$ cat src/rtl/ser_pkg.sv
package ser_pkg;
  localparam int NARROW    = 8;
  localparam int WIDE      = 32;
  localparam int TAGW      = 4;
  localparam int FRAME_MAX = WIDE + TAGW + 2;
  localparam int CNTW      = $clog2(FRAME_MAX + 1);

  typedef enum logic [1:0] {RX_ARM, RX_HUNT, RX_SHIFT} rx_state_e;

  // level that marks a start bit on the wire
  function automatic logic active_pol(input logic wide, input logic neg);
    return wide | neg;
  endfunction

  // data plus tag bits, excluding start and stop
  function automatic logic [CNTW-1:0] payload_bits(input logic wide, input logic tag_en);
    logic [CNTW-1:0] n;
    n = wide ? CNTW'(WIDE) : CNTW'(NARROW);
    if (tag_en) n = n + CNTW'(TAGW);
    return n;
  endfunction

  // logical frame, bit 0 first on the wire; positions past the stop stay 1
  function automatic logic [FRAME_MAX-1:0] build_frame(input logic [WIDE-1:0] d,
                                                       input logic wide,
                                                       input logic tag_en,
                                                       input logic [TAGW-1:0] t);
    logic [FRAME_MAX-1:0] f;
    f    = '1;
    f[0] = 1'b0;
    for (int i = 0; i < WIDE; i++)
      if (wide || i < NARROW) f[i+1] = d[i];
    for (int i = 0; i < TAGW; i++)
      if (tag_en) begin
        if (wide) f[WIDE+1+i] = t[i];
        else      f[NARROW+1+i] = t[i];
      end
    return f;
  endfunction
endpackage

$ cat src/rtl/ser_tx.sv
module ser_tx
  import ser_pkg::*;
#(
  parameter int PW = 16
) (
  input  logic            clk,
  input  logic            rst,
  input  logic [PW-1:0]   period,
  input  logic            wide,
  input  logic            neg,
  input  logic            tag_en,
  input  logic            load,
  input  logic [WIDE-1:0] data,
  input  logic [TAGW-1:0] tag,
  output logic            busy,
  output logic            pin
);
  logic [FRAME_MAX-1:0] shreg;
  logic [FRAME_MAX-1:0] frame;
  logic [PW-1:0]        cnt;
  logic [PW-1:0]        per_q;
  logic [PW-1:0]        eff;
  logic [CNTW-1:0]      left;
  logic                 inv_q;
  logic                 pol;

  assign eff   = (period == '0) ? PW'(1) : period;
  assign pol   = active_pol(wide, neg);
  assign frame = build_frame(data, wide, tag_en, tag);

  always_ff @(posedge clk) begin
    if (rst) begin
      busy  <= 1'b0;
      pin   <= ~pol;
      shreg <= '0;
      cnt   <= '0;
      per_q <= '0;
      left  <= '0;
      inv_q <= 1'b0;
    end else if (!busy) begin
      pin <= ~pol;
      if (load) begin
        busy  <= 1'b1;
        pin   <= frame[0] ^ pol;
        shreg <= frame >> 1;
        per_q <= eff;
        cnt   <= eff - 1'b1;
        left  <= payload_bits(wide, tag_en) + CNTW'(2);
        inv_q <= pol;
      end
    end else if (cnt == '0) begin
      if (left == CNTW'(1)) begin
        busy <= 1'b0;
        pin  <= ~pol;
      end else begin
        pin   <= shreg[0] ^ inv_q;
        shreg <= shreg >> 1;
        left  <= left - 1'b1;
        cnt   <= per_q - 1'b1;
      end
    end else begin
      cnt <= cnt - 1'b1;
    end
  end
endmodule

$ cat src/rtl/ser_rx.sv
module ser_rx
  import ser_pkg::*;
#(
  parameter int PW = 16
) (
  input  logic            clk,
  input  logic            rst,
  input  logic [PW-1:0]   period,
  input  logic            wide,
  input  logic            neg,
  input  logic            tag_en,
  input  logic [TAGW-1:0] my_tag,
  input  logic            pin,
  output logic            valid,
  output logic [WIDE-1:0] data,
  output logic            ferr
);
  localparam int ACCW = WIDE + TAGW;

  rx_state_e        state;
  logic [1:0]       sync;
  logic [PW:0]      cnt;
  logic [PW-1:0]    per_q;
  logic [PW-1:0]    eff;
  logic [CNTW-1:0]  idx;
  logic [CNTW-1:0]  last_q;
  logic [ACCW-1:0]  acc;
  logic             inv_q;
  logic             wide_q;
  logic             tagen_q;
  logic             lvl_now;
  logic             bitv;
  logic [TAGW-1:0]  got_tag;

  assign eff     = (period == '0) ? PW'(1) : period;
  assign lvl_now = sync[1] ^ active_pol(wide, neg);
  assign bitv    = sync[1] ^ inv_q;
  assign got_tag = wide_q ? acc[WIDE +: TAGW] : acc[NARROW +: TAGW];

  always_ff @(posedge clk) begin
    if (rst) sync <= '0;
    else     sync <= {sync[0], pin};
  end

  always_ff @(posedge clk) begin
    if (rst) begin
      state   <= RX_ARM;
      valid   <= 1'b0;
      ferr    <= 1'b0;
      data    <= '0;
      cnt     <= '0;
      per_q   <= '0;
      idx     <= '0;
      last_q  <= '0;
      acc     <= '0;
      inv_q   <= 1'b0;
      wide_q  <= 1'b0;
      tagen_q <= 1'b0;
    end else begin
      valid <= 1'b0;
      ferr  <= 1'b0;
      case (state)
        RX_ARM: if (lvl_now) state <= RX_HUNT;
        RX_HUNT: begin
          if (!lvl_now) begin
            state   <= RX_SHIFT;
            per_q   <= eff;
            cnt     <= {1'b0, eff >> 1} + {1'b0, eff} - 1'b1;
            idx     <= '0;
            last_q  <= payload_bits(wide, tag_en);
            inv_q   <= active_pol(wide, neg);
            wide_q  <= wide;
            tagen_q <= tag_en;
          end
        end
        RX_SHIFT: begin
          if (cnt == '0) begin
            if (idx == last_q) begin
              state <= RX_ARM;
              if (!bitv) ferr <= 1'b1;
              else if (!tagen_q || got_tag == my_tag) begin
                valid <= 1'b1;
                data  <= wide_q ? acc[WIDE-1:0] : {{(WIDE-NARROW){1'b0}}, acc[NARROW-1:0]};
              end
            end else begin
              acc[idx] <= bitv;
              idx      <= idx + 1'b1;
              cnt      <= {1'b0, per_q} - 1'b1;
            end
          end else begin
            cnt <= cnt - 1'b1;
          end
        end
        default: state <= RX_ARM;
      endcase
    end
  end
endmodule

$ cat src/rtl/ser_link.sv
module ser_link
  import ser_pkg::*;
#(
  parameter int NCH = 2,
  parameter int PW  = 16
) (
  input  logic                clk,
  input  logic                rst,
  input  logic [NCH*PW-1:0]   cfg_period,
  input  logic [NCH-1:0]      cfg_wide,
  input  logic [NCH-1:0]      cfg_neg,
  input  logic [NCH-1:0]      cfg_tag_en,
  input  logic [NCH*TAGW-1:0] cfg_tag,
  input  logic [NCH-1:0]      tx_load,
  input  logic [NCH*WIDE-1:0] tx_data,
  input  logic [NCH*TAGW-1:0] tx_tag,
  output logic [NCH-1:0]      tx_busy,
  output logic [NCH-1:0]      tx_pin,
  input  logic [NCH-1:0]      rx_pin,
  output logic [NCH-1:0]      rx_valid,
  output logic [NCH*WIDE-1:0] rx_data,
  output logic [NCH-1:0]      rx_ferr
);
  for (genvar c = 0; c < NCH; c++) begin : g_ch
    ser_tx #(.PW(PW)) u_tx (
      .clk   (clk),
      .rst   (rst),
      .period(cfg_period[c*PW +: PW]),
      .wide  (cfg_wide[c]),
      .neg   (cfg_neg[c]),
      .tag_en(cfg_tag_en[c]),
      .load  (tx_load[c]),
      .data  (tx_data[c*WIDE +: WIDE]),
      .tag   (tx_tag[c*TAGW +: TAGW]),
      .busy  (tx_busy[c]),
      .pin   (tx_pin[c])
    );
    ser_rx #(.PW(PW)) u_rx (
      .clk   (clk),
      .rst   (rst),
      .period(cfg_period[c*PW +: PW]),
      .wide  (cfg_wide[c]),
      .neg   (cfg_neg[c]),
      .tag_en(cfg_tag_en[c]),
      .my_tag(cfg_tag[c*TAGW +: TAGW]),
      .pin   (rx_pin[c]),
      .valid (rx_valid[c]),
      .data  (rx_data[c*WIDE +: WIDE]),
      .ferr  (rx_ferr[c])
    );
  end
endmodule

$ cat config.mk
export PLATFORM = sky130hd
export DESIGN_NAME = ser_link
export DESIGN_NICKNAME = d
export VERILOG_FILES = /design/src/rtl/ser_pkg.sv /design/src/rtl/ser_tx.sv /design/src/rtl/ser_rx.sv /design/src/rtl/ser_link.sv
export SDC_FILE = /design/constraint.sdc
export NUM_CORES = 1
export LEC_CHECK = 0
export CELL_PAD_IN_SITES_DETAIL_PLACEMENT = 0
export CELL_PAD_IN_SITES_GLOBAL_PLACEMENT = 2
export CORE_MARGIN = 3
export CORE_UTILIZATION = 41
export DETAILED_ROUTE_END_ITERATION = 10
export DONT_BUFFER_PORTS = 1
export PLACE_DENSITY_LB_ADDON = 0.1
export REMOVE_ABC_BUFFERS = 1
export SYNTH_ARGS = -nofsm -noshare
export SYNTH_HDL_FRONTEND = slang
export SYNTH_SLANG_ARGS = --single-unit
$ cat constraint.sdc
create_clock -name clk -period 8.83 [get_ports clk]
set_input_delay 0.4415 -clock clk [delete_from_list [all_inputs] [get_ports clk]]
set_output_delay 0.4415 -clock clk [all_outputs]
set_load 0.02 [all_outputs]
### After elaboration in Yosys (flattened, before gate mapping)

Index checks and enable logic that the tools add are counted.

| storage, ports and cells | value |
|---|---|
| output and inout port bits | 72 |
| word-level logic and storage cells | 332 |
| bits of input ports | 124 |
| bits in registers | 402 |

| cells by class | value |
|---|---|
| muxes and demuxes | 174 |
| equality and inequality tests | 30 |
| bitwise gates (word level) | 22 |
| magnitude comparators | 4 |
| reduce and logical (&&, ||, !) cells | 40 |
| add/sub/neg operators | 22 |

Operators with widths:

| kind | number |
|---|---|
| $mux 38 | 8 |
| $mux 16 | 10 |
| $mux 6 | 24 |
| $mux 1 | 104 |
| $mux 17 | 6 |
| $sub 16x1->16 const B | 6 |
| $bwmux 36 | 2 |
| $pmux 17 s2 | 2 |
| $sub 17x1->17 const B | 4 |
| $logic_not 16->1 | 4 |
| $mux 32 | 2 |
| $add 15x16->17 | 2 |
| $logic_not 17->1 | 2 |
| $sub 16x1->17 const B | 2 |
| $pmux 6 s2 | 2 |
| $ne 3x3->1 const B | 6 |
| $reduce_and 3->1 | 6 |
| $mux 2 | 8 |
| $ne 2x2->1 const B | 8 |
| $reduce_and 4->1 | 4 |
| $lt 6x7->1 const B | 2 |
| $not 1->1 | 14 |
| $add 6x1->6 const B | 2 |
| $add 6x2->6 const B | 2 |
| other kinds (23) | 60 |

### Logic depth before layout (Yosys ltp)

Gate-level depths: netlist of run 1.

| logic depth | value |
|---|---|
| depth after elaboration | 9 |
| gate-level depth with buffers | 20 |
| gate-level depth less buffers | 18 |

### Hierarchy

From an unflattened synthesis of run 1, not the netlist that was laid out.

| second synthesis, totals | value |
|---|---|
| cell total of the unflattened synthesis | 2553 |
| area, all modules | 21236.6 µm² |

By module, submodules not included:

| module | cells an instance | area an instance (µm²) | seq. area each (µm²) | instances |
|---|---|---|---|---|
| ser_rx at g_ch[0].u_rx | 766 | 6542.5 | 2342.2 | 1 |
| ser_rx at g_ch[1].u_rx | 790 | 6471.2 | 2342.2 | 1 |
| ser_tx at g_ch[1].u_tx | 496 | 4127.7 | 1571.5 | 1 |
| ser_tx at g_ch[0].u_tx | 501 | 4095.2 | 1571.5 | 1 |

### Worst setup path after synthesis of run 1

OpenSTA, ideal clock, no wires.

| timing | value |
|---|---|
| path type | input to register |
| start point | input port cfg_period[24] |
| end point | register g_ch[1].u_rx.cnt[12] |
| data required time | 8.698 ns |
| buffers on the path | 2 |
| arrival time | 3.692 ns |
| library setup time | 0.132 ns |
| path slack | 5.005 ns |
| stages on the path | 17 |
| cell sequence | inv_1 -> ha_1 -> and3_1 -> nand4_1 -> clkbuf_1 -> buf_1 -> nand2_1 -> ha_1 -> inv_1 -> ha_1 -> a21o_1 -> a21oi_1 -> a41oi_1 -> o21ai_0 -> or3b_2 -> a22oi_1 -> a21oi_1 |

| between the ends | value |
|---|---|
| cells in the longest elaborated chain, start to end | 6 |

Ends and longest elaborated chain:

| what | RTL line | text |
|---|---|---|
| start, declared | ser_link.sv:9 | `input logic [NCH*PW-1:0] cfg_period,` |
| $logic_not 16->1 | ser_rx.sv:35 | `assign eff = (period == '0) ? PW'(1) : period;` |
| $mux 16 (*) | ser_rx.sv:35 |  |
| $add 15x16->17 (*) | ser_rx.sv:68 | `cnt <= {1'b0, eff >> 1} + {1'b0, eff} - 1'b1;` |
| $sub 17x1->17 (*) | ser_rx.sv:68 |  |
| $mux 17 (*) | ser_rx.sv:65 | `if (!lvl_now) begin` |
| $pmux 17 s2 (*) | ser_rx.sv:62 | `case (state)` |
| end signal, assigned | ser_rx.sv:68 |  |
| end signal, assigned | ser_rx.sv:88 | `cnt <= {1'b0, per_q} - 1'b1;` |
| end signal, assigned | ser_rx.sv:91 | `cnt <= cnt - 1'b1;` |
| end, declared | ser_rx.sv:22 | `logic [PW:0] cnt;` |

Mark *: on every way between the ends. The rest lies on a longest branch, timed or not. The select of a mux whose other input is x is not followed.
A chain may end at the register's enable or synchronous reset.

### Worst setup path after layout of run 1

| timing | value |
|---|---|
| start point | input port cfg_period[2] |
| end point | register g_ch[0].u_rx.cnt[13] |

| between the ends | value |
|---|---|
| cells in the longest elaborated chain, start to end | 6 |

Ends and longest elaborated chain:

| what | RTL line |
|---|---|
| $logic_not 16->1 | ser_rx.sv:35 |
| $mux 16 (*) | ser_rx.sv:35 |
| $add 15x16->17 (*) | ser_rx.sv:68 |
| $sub 17x1->17 (*) | ser_rx.sv:68 |
| $mux 17 (*) | ser_rx.sv:65 |
| $pmux 17 s2 (*) | ser_rx.sv:62 |
| end signal, assigned | ser_rx.sv:68 |
| end signal, assigned | ser_rx.sv:88 |
| end signal, assigned | ser_rx.sv:91 |
| end, declared | ser_rx.sv:22 |

Marked as above.

==> qor.yml, run 1 <==
routing:
  vias: 17679
  routed_wl_um: 55600
  drt-initial-drc-count: 1013
  drc: 0
  viasPerCell: 5.53
  ant_nets: 0
  firstDrtPassIters: 5
  wire_per_inst_um: 17.4
floorplan:
  die_w_um: 229
  boundaryPins: 196
  initial_core_util_pct: 41.6
  die_y_um: 229
  core_um2: 49000
  dieArea_um2: 52400
  rows: 81
cts:
  cts-root-buf: "clkbuf_16"
  insertion_delay_ns: 0.57
  cts_hold_buf: 9
  cts_sinks: 390
  clk_pin_slew_worst_paths_ns: 0.06
  cts_setup_buffers: 0
  ctsResizeCount: 0
  cts_max_level: 2
  cts_max_path_buffers: 3
  cts-buffers-inserted: 47
  cts_tree: "done"
yosys:
  ys_seq_elements: 390
  synthArstFlopShare_pct: 0
  yosys-mux-area-fraction_pct: 2.93
  synth_xor_area_share_pct: 4.17
  ys_warn_count: 0
  synthSimpleGateAreaFrac_pct: 21.4
  synth.avg_cell_area_um2: 7.85
  synth-compound-area-share_pct: 21.9
  ys_seq_area_share_pct: 38.4
  synth_edf_count: 2
  yosysUniqueCellTypes: 79
  synth_top_family_by_area: "compound AO/OA/AOI/OAI gates"
  yosys.area_share.adder_pct: 5.25
  synth_area_um2: 20400
  syn_inst: 2594
  dominantRegCellSynth: "dfxtp_1"
timing:
  report.final.slew_viol_count: 0
  timing.final.crit_share_pct: 43.7
  rsz0062_at_grt: "no"
  fmax_ghz: 0.259
  slew_headroom_pct: 21.6
  worstMarginPinSlew_ns: 1.17
  fin_worst_skew_ns: 0.0191
  fin_crit_ns: 3.86
  setup-tns-final_ns: 0
  final-hold-violation-count: 0
  setup_ws_ns: 4.97
  setup_violations: 0
power:
  swShare_pct: 31.7
  internal_power_mw: 3.68
  vdd_ir_drop_max_mv: 0.137
  comb_power_share_pct: 24.2
  clkPwrFrac_pct: 37.8
  p_leak_nw: 8.47
  power_frac_seq_pct: 38.0
  switching_power_mw: 1.71
  power.total_mw: 5.38
  power_density_nw_per_um2: 240
setup_path:
  worstPathCellList: "inv_1, ha_1, nand4_1, or3_1, nand2_1, nor2_1, a21oi_1, ha_1, inv_1, fa_1, nor2b_1, o2111ai_1, nand4_1, o211ai_1, o21ai_0, nor2_1, xor2_1, a2111oi_0"
  end_kind: "register"
  path_buf_inv: 2
  crit_family: "simple AND/OR/NAND/NOR gates"
  path_class: "input pin to register"
  ff2ff_setup_slack_ns: 5.14
  setup.worst_path.start_class: "input pin"
  worstPathMaxFanout: 24
  cp.required_ns: 9.26
  cp_slowest_stage_delay_ns: 0.67
  cp.arrival_ns: 4.28
  slowest_stage: "or3_1"
global_route:
  overflow: 0
  antenna_found_initial: 0
  grt_max_degree: 174
  grt_pass1_wl_um: 90300
  grt_pass1_vias: 16812
  grtUsageTotal_pct: 20.6
finish:
  final_cell_mix: "431 x nor2_1, 386 x dfxtp_1, 272 x a21oi_1"
  regArea_um2: 7830
  multiInputGateArea_um2: 11300
  nNetsFinal: 2700
  synthToLayoutAreaGrowth_pct: 10.0
  final_common_cell: "nor2_1"
  nFillCells: 4942
  final_layout_size_suffix_gt1_share_pct: 5.61
placed_design:
  dp_slack_ns: 4.42
  io_buffers: 0
  routabilityCongestion: 0.850
  place_hpwl_um: 37600
run:
  max_cap_violations: 0
run_status:
  status: "finished, final reports clean"
min_path:
  hold_path.class: "input pin to register"
==> power groups by stage <==
stage               combinational [mW]  clock [mW]  sequential [mW]
finish                            1.30        2.04             2.05
detailed placement                1.27           0             2.08
global route                      1.47        2.17             2.07
floorplan                        0.973           0             2.04
global placement                  1.27           0             2.08
CTS                               1.30        2.11             2.04
==> synthesized netlist by cell type, types with 20 or more instances <==
cell | n | area share [%]
nand4_1 | 25 | 0.77
nand2_1 | 219 | 4.0
xnor2_1 | 48 | 2.1
inv_1 | 124 | 2.3
nand3_1 | 50 | 1.2
ha_1 | 79 | 4.9
a22o_1 | 49 | 2.1
nor2_1 | 431 | 7.9
xor2_1 | 49 | 2.1
mux2i_1 | 55 | 2.7
a211oi_1 | 118 | 4.4
o221ai_1 | 24 | 1.0
nor4_1 | 30 | 0.92
a21oi_1 | 272 | 6.7
nor3_1 | 84 | 2.1
or3_1 | 20 | 0.61
o21ai_0 | 87 | 2.1
dfxtp_1 | 388 | 38
clkbuf_1 | 146 | 2.7
o22ai_1 | 34 | 1.0
==> area by class of cell <==
type	instances	share of cell area, %
tap	664	3.71
sequential	390	35.0
clock inverter	15	0.804
clock buffer	71	6.65
timing repair buffer	28	1.12
antenna	1	0.0112
multi-input combinational	1901	50.7
inverter	125	2.09
==> final timing paths <==
path | start | end | cells after the start
worst max register to register | g_ch[0].u_rx.cnt[5] | g_ch[0].u_rx.data[9] | 7
worst max-delay path | cfg_period[2] | g_ch[0].u_rx.cnt[13] | 18
worst min-delay path | cfg_wide[0] | g_ch[0].u_rx.wide_q | 2
worst min register to register | g_ch[1].u_rx.sync[0] | g_ch[1].u_rx.sync[1] | 1
==> worst register-to-register path, stage by stage (launching register included) <==
cell and delay, ns:
dfxtp_1 0.36, nor4_1 0.60, and4_1 0.35, nand4_1 0.27
nor2_1 0.32, and3_1 0.68, and3_1 0.81, a22o_1 0.25
==> per-layer routing <==
layer / GRT usage (%) / vias up / wire [um]
met5: 0 / - / 0
met1: 27.9 / 8242 / 26200
met2: 33.2 / 372 / 24900
li1: - / 8986 / -
met4: 5.90 / 0 / 1150
met3: 4.36 / 79 / 3250
==> registers in the layout, indices dropped and copies added (netlist names), 4 cells and up <==
name	flops
g_ch.u_rx.state	4
g_ch.u_tx.per_q	32
g_ch.u_rx.per_q	32
g_ch.u_tx.left	12
g_ch.u_rx.acc	72
g_ch.u_rx.cnt	34
g_ch.u_rx.last_q	5
g_ch.u_rx.idx	12
g_ch.u_rx.sync	4
g_ch.u_rx.data	64
g_ch.u_tx.cnt	32
g_ch.u_tx.shreg	74
==> stage by stage <==
stage          hold slack (ns)  util [%]  instance area, um2  cells
3_3_place_gp             0.421      42.1               20600   3099
4_1_cts                0.00314      45.7               22400   3194
6_report                0.0604      45.8               22400   3195
2_1_floorplan            0.414         -               19600   2416
5_1_grt                 0.0323      45.7               22400   3194
3_5_place_dp             0.427      42.1               20600   3099
==> cell families (layout without fill, tap and decap cells) <==
| kind of cell | Yosys count | count (layout) |
|---|---|---|
| flops | 390 | 390 |
| xor+xnor | 97 | 97 |
| other cells | 0 | 1 |
| compound gates | 699 | 699 |
| simple gates | 963 | 963 |
| fa+ha+maj | 83 | 83 |
| mux | 59 | 59 |
| buf+inv | 303 | 239 |
No activity file was read; power rests on OpenSTA's default activity.
==> run 2, diff against run 1 <==
--- a/config.mk
+++ b/config.mk
@@ -8,7 +8,7 @@
 export CELL_PAD_IN_SITES_DETAIL_PLACEMENT = 0
 export CELL_PAD_IN_SITES_GLOBAL_PLACEMENT = 2
 export CORE_MARGIN = 3
-export CORE_UTILIZATION = 41
+export CORE_UTILIZATION = 38
 export DETAILED_ROUTE_END_ITERATION = 10
 export DONT_BUFFER_PORTS = 1
 export PLACE_DENSITY_LB_ADDON = 0.1
==> constraint.sdc (replaced) <==
create_clock -name clk -period 3.65 [get_ports clk]
set_input_delay 0.1825 -clock clk [delete_from_list [all_inputs] [get_ports clk]]
set_output_delay 0.1825 -clock clk [all_outputs]
set_load 0.02 [all_outputs]
==> run 2 against run 1 <==
Net effect: sequential power grew 140%; die area is 7.7% higher; largest power group unchanged; register-to-register slack lost 5.1 ns; non-clock buffer count up 246; core utilization increased by 1.1 points.
==> qor.yml, run 2 (synthesis results as in run 1) <==
run_status:
  status: "finished, final reports clean"  # unchanged
routing:
  firstDrtPassIters: 5  # unchanged
  drt-initial-drc-count: 1197  # was 1,013
  ant_nets: 0  # unchanged
  routed_wl_um: 59900  # was 55,600 um
  viasPerCell: 5.41  # was 5.53
  wire_per_inst_um: 17.3  # was 17.4 um
  drc: 0  # unchanged
  vias: 18719  # was 17,679
floorplan:
  dieArea_um2: 56400  # was 52,400 um2
  boundaryPins: 196  # unchanged
  rows: 84  # was 81
  die_y_um: 237  # was 229 um
  die_w_um: 237  # was 229 um
  initial_core_util_pct: 38.6  # was 41.6%
  core_um2: 52800  # was 49,000 um2
setup_path:
  slowest_stage: "or4_4"  # was or3_1
  worstPathMaxFanout: 5  # was 24
  crit_cells: 13  # was 18
  cp_slowest_stage_delay_ns: 0.58  # was 0.67 ns
  path_buf_inv: 1  # was 2
  reg2reg_depth: 13  # was 7
  crit_family: "simple AND/OR/NAND/NOR gates"  # unchanged
  cp.arrival_ns: 4.05  # was 4.28 ns
  path_class: "register to register"  # was input pin to register
  worstPathCellList: "or4_4, or4_4, nor2_2, a21oi_1, ha_1, nand2_1, a211oi_1, nor2b_1, nand2_1, o21ai_0, a211oi_1, nor3_1, dlygate4sd3_1"  # was inv_1, ha_1, nand4_1, or3_1, nand2_1, nor2_1, a21oi_1, ha_1, inv_1, fa_1, nor2b_1, o2111ai_1, nand4_1, o211ai_1, o21ai_0, nor2_1, xor2_1, a2111oi_0
  cp.required_ns: 4.13  # was 9.26 ns
  setup.worst_path.start_class: "register"  # was input pin
  end_kind: "register"  # unchanged
cts:
  cts-buffers-inserted: 48  # was 47
  cts_max_path_buffers: 3  # unchanged
  cts_max_level: 2  # unchanged
  cts_setup_buffers: 0  # unchanged
  cts-root-buf: "clkbuf_16"  # unchanged
  cts_sinks: 390  # unchanged
  cts_tree: "done"  # unchanged
  clk_pin_slew_worst_paths_ns: 0.06  # about the same
  insertion_delay_ns: 0.59  # was 0.57 ns
global_route:
  antenna_found_initial: 1  # was 0
  grt_pass1_wl_um: 97800  # was 90,300 um
  overflow: 0  # unchanged
  grt_max_degree: 202  # was 174
  grtUsageTotal_pct: 20.9  # was 20.6%
  grt_pass1_vias: 18444  # was 16,812
finish:
  final_common_cell: "nor2_1"  # unchanged
  nNetsFinal: 2947  # was 2,700
  final_layout_size_suffix_gt1_share_pct: 6.95  # was 5.61%
  top_regs: "g_ch.u_tx.shreg: 74 flops, g_ch.u_rx.acc: 72 flops, g_ch.u_rx.data: 64 flops"  # unchanged
  diodes: 0  # was 1
  nFillCells: 5321  # was 4,942
  final_cell_mix: "431 x nor2_1, 386 x dfxtp_1, 272 x a21oi_1"  # unchanged
  synthToLayoutAreaGrowth_pct: 21.3  # was 10.0%
  largest_register_ffs: 74  # unchanged
  regMostFlops: "g_ch.u_tx.shreg"  # unchanged
timing:
  final-hold-violation-count: 0  # unchanged
  setup_violations: 0  # unchanged
  fin_crit_ns: 3.57
  report.final.slew_viol_count: 0  # unchanged
  timing.final.crit_share_pct: 97.8
  worstMarginPinSlew_ns: 1.14  # was 1.17 ns
  setup-tns-final_ns: 0  # unchanged
  slew_headroom_pct: 24.0  # was 21.6%
  setup_ws_ns: 0.0810  # was 4.97 ns
  rsz0062_at_grt: "no"  # unchanged
  fin_worst_skew_ns: 0.0210  # was 0.0191 ns
  fmax_ghz: 0.280
min_path:
  hold_path.class: "input pin to register"  # unchanged
  min_path_cells: 2  # unchanged
power:
  power_density_nw_per_um2: 537  # was 240 nW/um2
  vdd_ir_drop_max_mv: 0.400  # was 0.137 mV
  p_leak_nw: 9.78  # was 8.47 nW
placed_design:
  place_hpwl_um: 39900  # was 37,600 um
  routabilityCongestion: 0.855  # was 0.850
  io_buffers: 0  # unchanged
  dp_slack_ns: 0.0567  # was 4.42 ns
run:
  max_cap_violations: 0  # unchanged
==> run 2: routing by layer <==
layer / track usage, % / share of wire [%]
met5: 0 / 0
met4: 5.07 / 1.8
met3: 3.96 / 4.8
met2: 35.4 / 46
met1: 27.7 / 47
==> run 2: path summary, 6_finish.rpt <==
path                          startpoint                endpoint  slack, ns
setup reg to reg     g_ch[1].u_rx.cnt[0]     g_ch[1].u_rx.cnt[6]       0.08
hold reg to reg   g_ch[0].u_tx.shreg[12]  g_ch[0].u_tx.shreg[12]       0.45
hold / removal                       rst        g_ch[1].u_tx.pin      0.007
setup / recovery     g_ch[1].u_rx.cnt[0]     g_ch[1].u_rx.cnt[6]       0.08
==> run 2: cell type report <==
type	instances	area, um2	area share [%]
inverter	125	469	1.90
tap	688	861	3.49
multi-input combinational	1901	11400	46.0
timing repair buffer	274	2580	10.5
sequential	390	7830	31.7
clock inverter	14	166	0.674
clock buffer	71	1430	5.79
==> run 2: report_power, final <==
part	total [mW]	switching, mW	leakage, nW	internal, mW
clock network	4.82	1.91	0.774	2.91
registers	4.95	0.332	3.19	4.62
logic	3.50	2.04	5.81	1.46
total	13.3	4.28	9.78	8.99
==> run 2: per-stage QoR <==
step	hold slack (ns)	instances	util (%)	total power, mW	instance area (um2)
after floorplan	0.252	2416	-	7.30	19600
after global placement	0.284	3180	40.0	8.25	21100
after detailed placement	0.286	3180	40.0	8.26	21100
after CTS	0.00284	3463	46.8	13.4	24700
after global routing	0.0204	3463	46.8	14.1	24700
final	0.00710	3463	46.8	13.3	24700
==> run 2: repair_timing <==
action,in CTS,in global routing
gates resized for setup,0,2
setup endpoints to repair,0,4
endpoints found under the hold margin,330,0
hold buffers,198,0
==> run 2: worst reg2reg max path, stage by stage (launching register included) <==
cell and delay [ns]:
dfxtp_1 0.34, or4_4 0.58, or4_4 0.53, nor2_2 0.20
a21oi_1 0.13, ha_1 0.22, nand2_1 0.14, a211oi_1 0.12
nor2b_1 0.18, nand2_1 0.06, o21ai_0 0.08, a211oi_1 0.27
nor3_1 0.07, dlygate4sd3_1 0.55
==> run 3, diff against run 2 <==
--- a/config.mk
+++ b/config.mk
@@ -5,8 +5,10 @@
 export SDC_FILE = /design/constraint.sdc
 export NUM_CORES = 1
 export LEC_CHECK = 0
+export CAP_MARGIN = 20
 export CELL_PAD_IN_SITES_DETAIL_PLACEMENT = 0
 export CELL_PAD_IN_SITES_GLOBAL_PLACEMENT = 2
+export CORE_ASPECT_RATIO = 1.25
 export CORE_MARGIN = 3
 export CORE_UTILIZATION = 38
 export DETAILED_ROUTE_END_ITERATION = 10
==> run 3 against run 2 <==
Net effect: via count increased by 0.67%; core utilization grew 0.20 points; worst setup slack improved by 0.11 ns; sequential share of layout area fell by 0.16 points; combinational power grew 4%; largest power group unchanged; highest routed layer unchanged.
==> qor.yml, run 3 (synthesis results as in run 1) <==
floorplan:
  die_y_um: 265  # was 237 um
  initial_core_util_pct: 38.6  # about the same
  die_w_um: 213  # was 237 um
  core_um2: 52800  # about the same
  dieArea_um2: 56400  # about the same
  rows: 94  # was 84
  boundaryPins: 196  # unchanged
routing:
  viasPerCell: 5.44  # was 5.41
  drc: 0  # unchanged
  drt-initial-drc-count: 877  # was 1,197
  ant_nets: 0  # unchanged
  firstDrtPassIters: 6  # was 5
  vias: 18844  # was 18,719
  wire_per_inst_um: 17.7  # was 17.3 um
  routed_wl_um: 61300  # was 59,900 um
power:
  internal_power_mw: 8.91  # was 8.99 mW
  clkPwrFrac_pct: 35.2  # was 36.3%
  power_density_nw_per_um2: 533  # was 537 nW/um2
  power_frac_seq_pct: 37.3  # about the same
  p_leak_nw: 9.83  # was 9.78 nW
  comb_power_share_pct: 27.5  # was 26.4%
  vdd_ir_drop_max_mv: 0.314  # was 0.400 mV
  switching_power_mw: 4.32  # was 4.28 mW
  swShare_pct: 32.6  # was 32.3%
timing:
  fin_crit_ns: 3.46  # was 3.57 ns
  fin_worst_skew_ns: 0.0138  # was 0.0210 ns
  worstMarginPinSlew_ns: 1.02  # was 1.14 ns
  hold_slack_ns: 0.0305  # was 0.00710 ns
  timing.final.crit_share_pct: 94.8  # was 97.8%
  report.final.slew_viol_count: 0  # unchanged
  setup_violations: 0  # unchanged
  slew_headroom_pct: 32.2  # was 24.0%
  final-hold-violation-count: 0  # unchanged
  setup-tns-final_ns: 0  # unchanged
  rsz0062_at_grt: "no"  # unchanged
  fmax_ghz: 0.289  # was 0.280 GHz
finish:
  final_cell_mix: "429 x nor2_1, 386 x dfxtp_1, 272 x a21oi_1"  # was 431 x nor2_1, 386 x dfxtp_1, 272 x a21oi_1
  nNetsFinal: 2962  # was 2,947
  nFillCells: 5292  # was 5,321
  largest_register_ffs: 74  # unchanged
  synthToLayoutAreaGrowth_pct: 21.9  # was 21.3%
  final_common_cell: "nor2_1"  # unchanged
  top_regs: "g_ch.u_tx.shreg: 74 flops, g_ch.u_rx.acc: 72 flops, g_ch.u_rx.data: 64 flops"  # unchanged
  regMostFlops: "g_ch.u_tx.shreg"  # unchanged
  final_layout_size_suffix_gt1_share_pct: 6.92  # was 6.95%
min_path:
  hold_path.class: "input pin to register"  # unchanged
cts:
  cts_max_path_buffers: 3  # unchanged
  clk_pin_slew_worst_paths_ns: 0.06  # about the same
  cts_max_level: 2  # unchanged
  insertion_delay_ns: 0.58  # was 0.59 ns
  cts-buffers-inserted: 46  # was 48
  cts-root-buf: "clkbuf_16"  # unchanged
  cts_sinks: 390  # unchanged
  cts_tree: "done"  # unchanged
placed_design:
  routabilityCongestion: 0.858  # was 0.855
  place_hpwl_um: 40900  # was 39,900 um
  io_buffers: 0  # unchanged
global_route:
  grtUsageTotal_pct: 21.1  # was 20.9%
  overflow: 0  # unchanged
  grt_pass1_wl_um: 98000  # was 97,800 um
  grt_max_degree: 201  # was 202
  antenna_found_initial: 2  # was 1
  grt_pass1_vias: 18434  # was 18,444
setup_path:
  cp.required_ns: 4.18  # was 4.13 ns
  cp.arrival_ns: 3.99  # was 4.05 ns
  setup.worst_path.start_class: "register"  # unchanged
  worstPathMaxFanout: 15  # was 5
  end_kind: "register"  # unchanged
  path_class: "register to register"  # unchanged
run:
  max_cap_violations: 0  # unchanged
run_status:
  status: "finished, final reports clean"  # unchanged
-- run 3: cell count changes in the layout (fill, tap and decap cells not counted), moves of 3 or more --
cell and delta:
buf_4 -5, clkbuf_8 -7, dlygate4sd3_1 +20, clkinv_2 +8, clkinvlp_4 -3
-- run 3: stage by stage --
step / area (um2) / total power, mW / instances / utilization [%] / worst slack (ns)
6_report: 24800 / 13.2 / 3464 / 47.0 / 0.191
5_1_grt: 24800 / 14.0 / 3464 / 47.0 / 0.00517
4_1_cts: 24800 / 13.3 / 3460 / 46.9 / 0.0246
3_5_place_dp: 21100 / 8.29 / 3159 / 39.9 / 0.0235
3_3_place_gp: 21100 / 8.27 / 3159 / 39.9 / 0.0526
2_1_floorplan: 19600 / 7.30 / 2416 / - / -1.11
-- run 3: path summary, 6_finish.rpt --
check / endpoint / start / slack (ns) / cells past startpoint
max reg2reg: g_ch[1].u_tx.cnt[15] / g_ch[1].u_tx.busy / 0.19 / 8
max: g_ch[1].u_tx.cnt[15] / g_ch[1].u_tx.busy / 0.19 / 8
min reg2reg: g_ch[0].u_tx.shreg[12] / g_ch[0].u_tx.shreg[12] / 0.45 / 2
min: g_ch[1].u_tx.shreg[10] / tx_tag[6] / 0.03 / 4
-- run 3: critical path: stages (launching register included) --
cell	delay (ns)
dfxtp_2	0.58
inv_1	0.36
a211oi_1	0.55
o22ai_1	0.14
nor4_1	0.59
nand3_1	0.17
xor2_1	0.21
a211oi_1	0.22
dlygate4sd3_1	0.56
-- run 3: metal layers --
metal	global-route usage, %	vias up	wire, um
met5	0	-	0
met2	37.8	346	30500
li1	-	9512	-
met3	4.05	96	2820
met1	25.8	8890	26500
met4	5.68	0	1460
-- run 3: power groups by stage --
stage	logic, mW	registers (mW)	clock network [mW]
global placement	3.25	5.02	0
floorplan	2.35	4.94	0
finish	3.64	4.94	4.65
CTS	3.59	4.93	4.81
global route	4.05	4.98	4.98
detailed placement	3.27	5.02	0
-- run 3: cell type report --
type / instances / area [um2] / area share [%]
multi-input combinational: 1901 / 11400 / 45.9
sequential: 390 / 7830 / 31.5
timing repair buffer: 291 / 2780 / 11.2
clock buffer: 62 / 1280 / 5.17
tap: 672 / 841 / 3.39
inverter: 125 / 469 / 1.89
clock inverter: 21 / 238 / 0.958
antenna: 2 / 5.00 / 0.0202
-- run 3: what timing repair did --
action                                  CTS  global route
gates resized for setup                   0             9
endpoints found under the setup margin    0            18
setup buffers                             0             2
hold buffers                            218             0
hold endpoints to repair                330             0
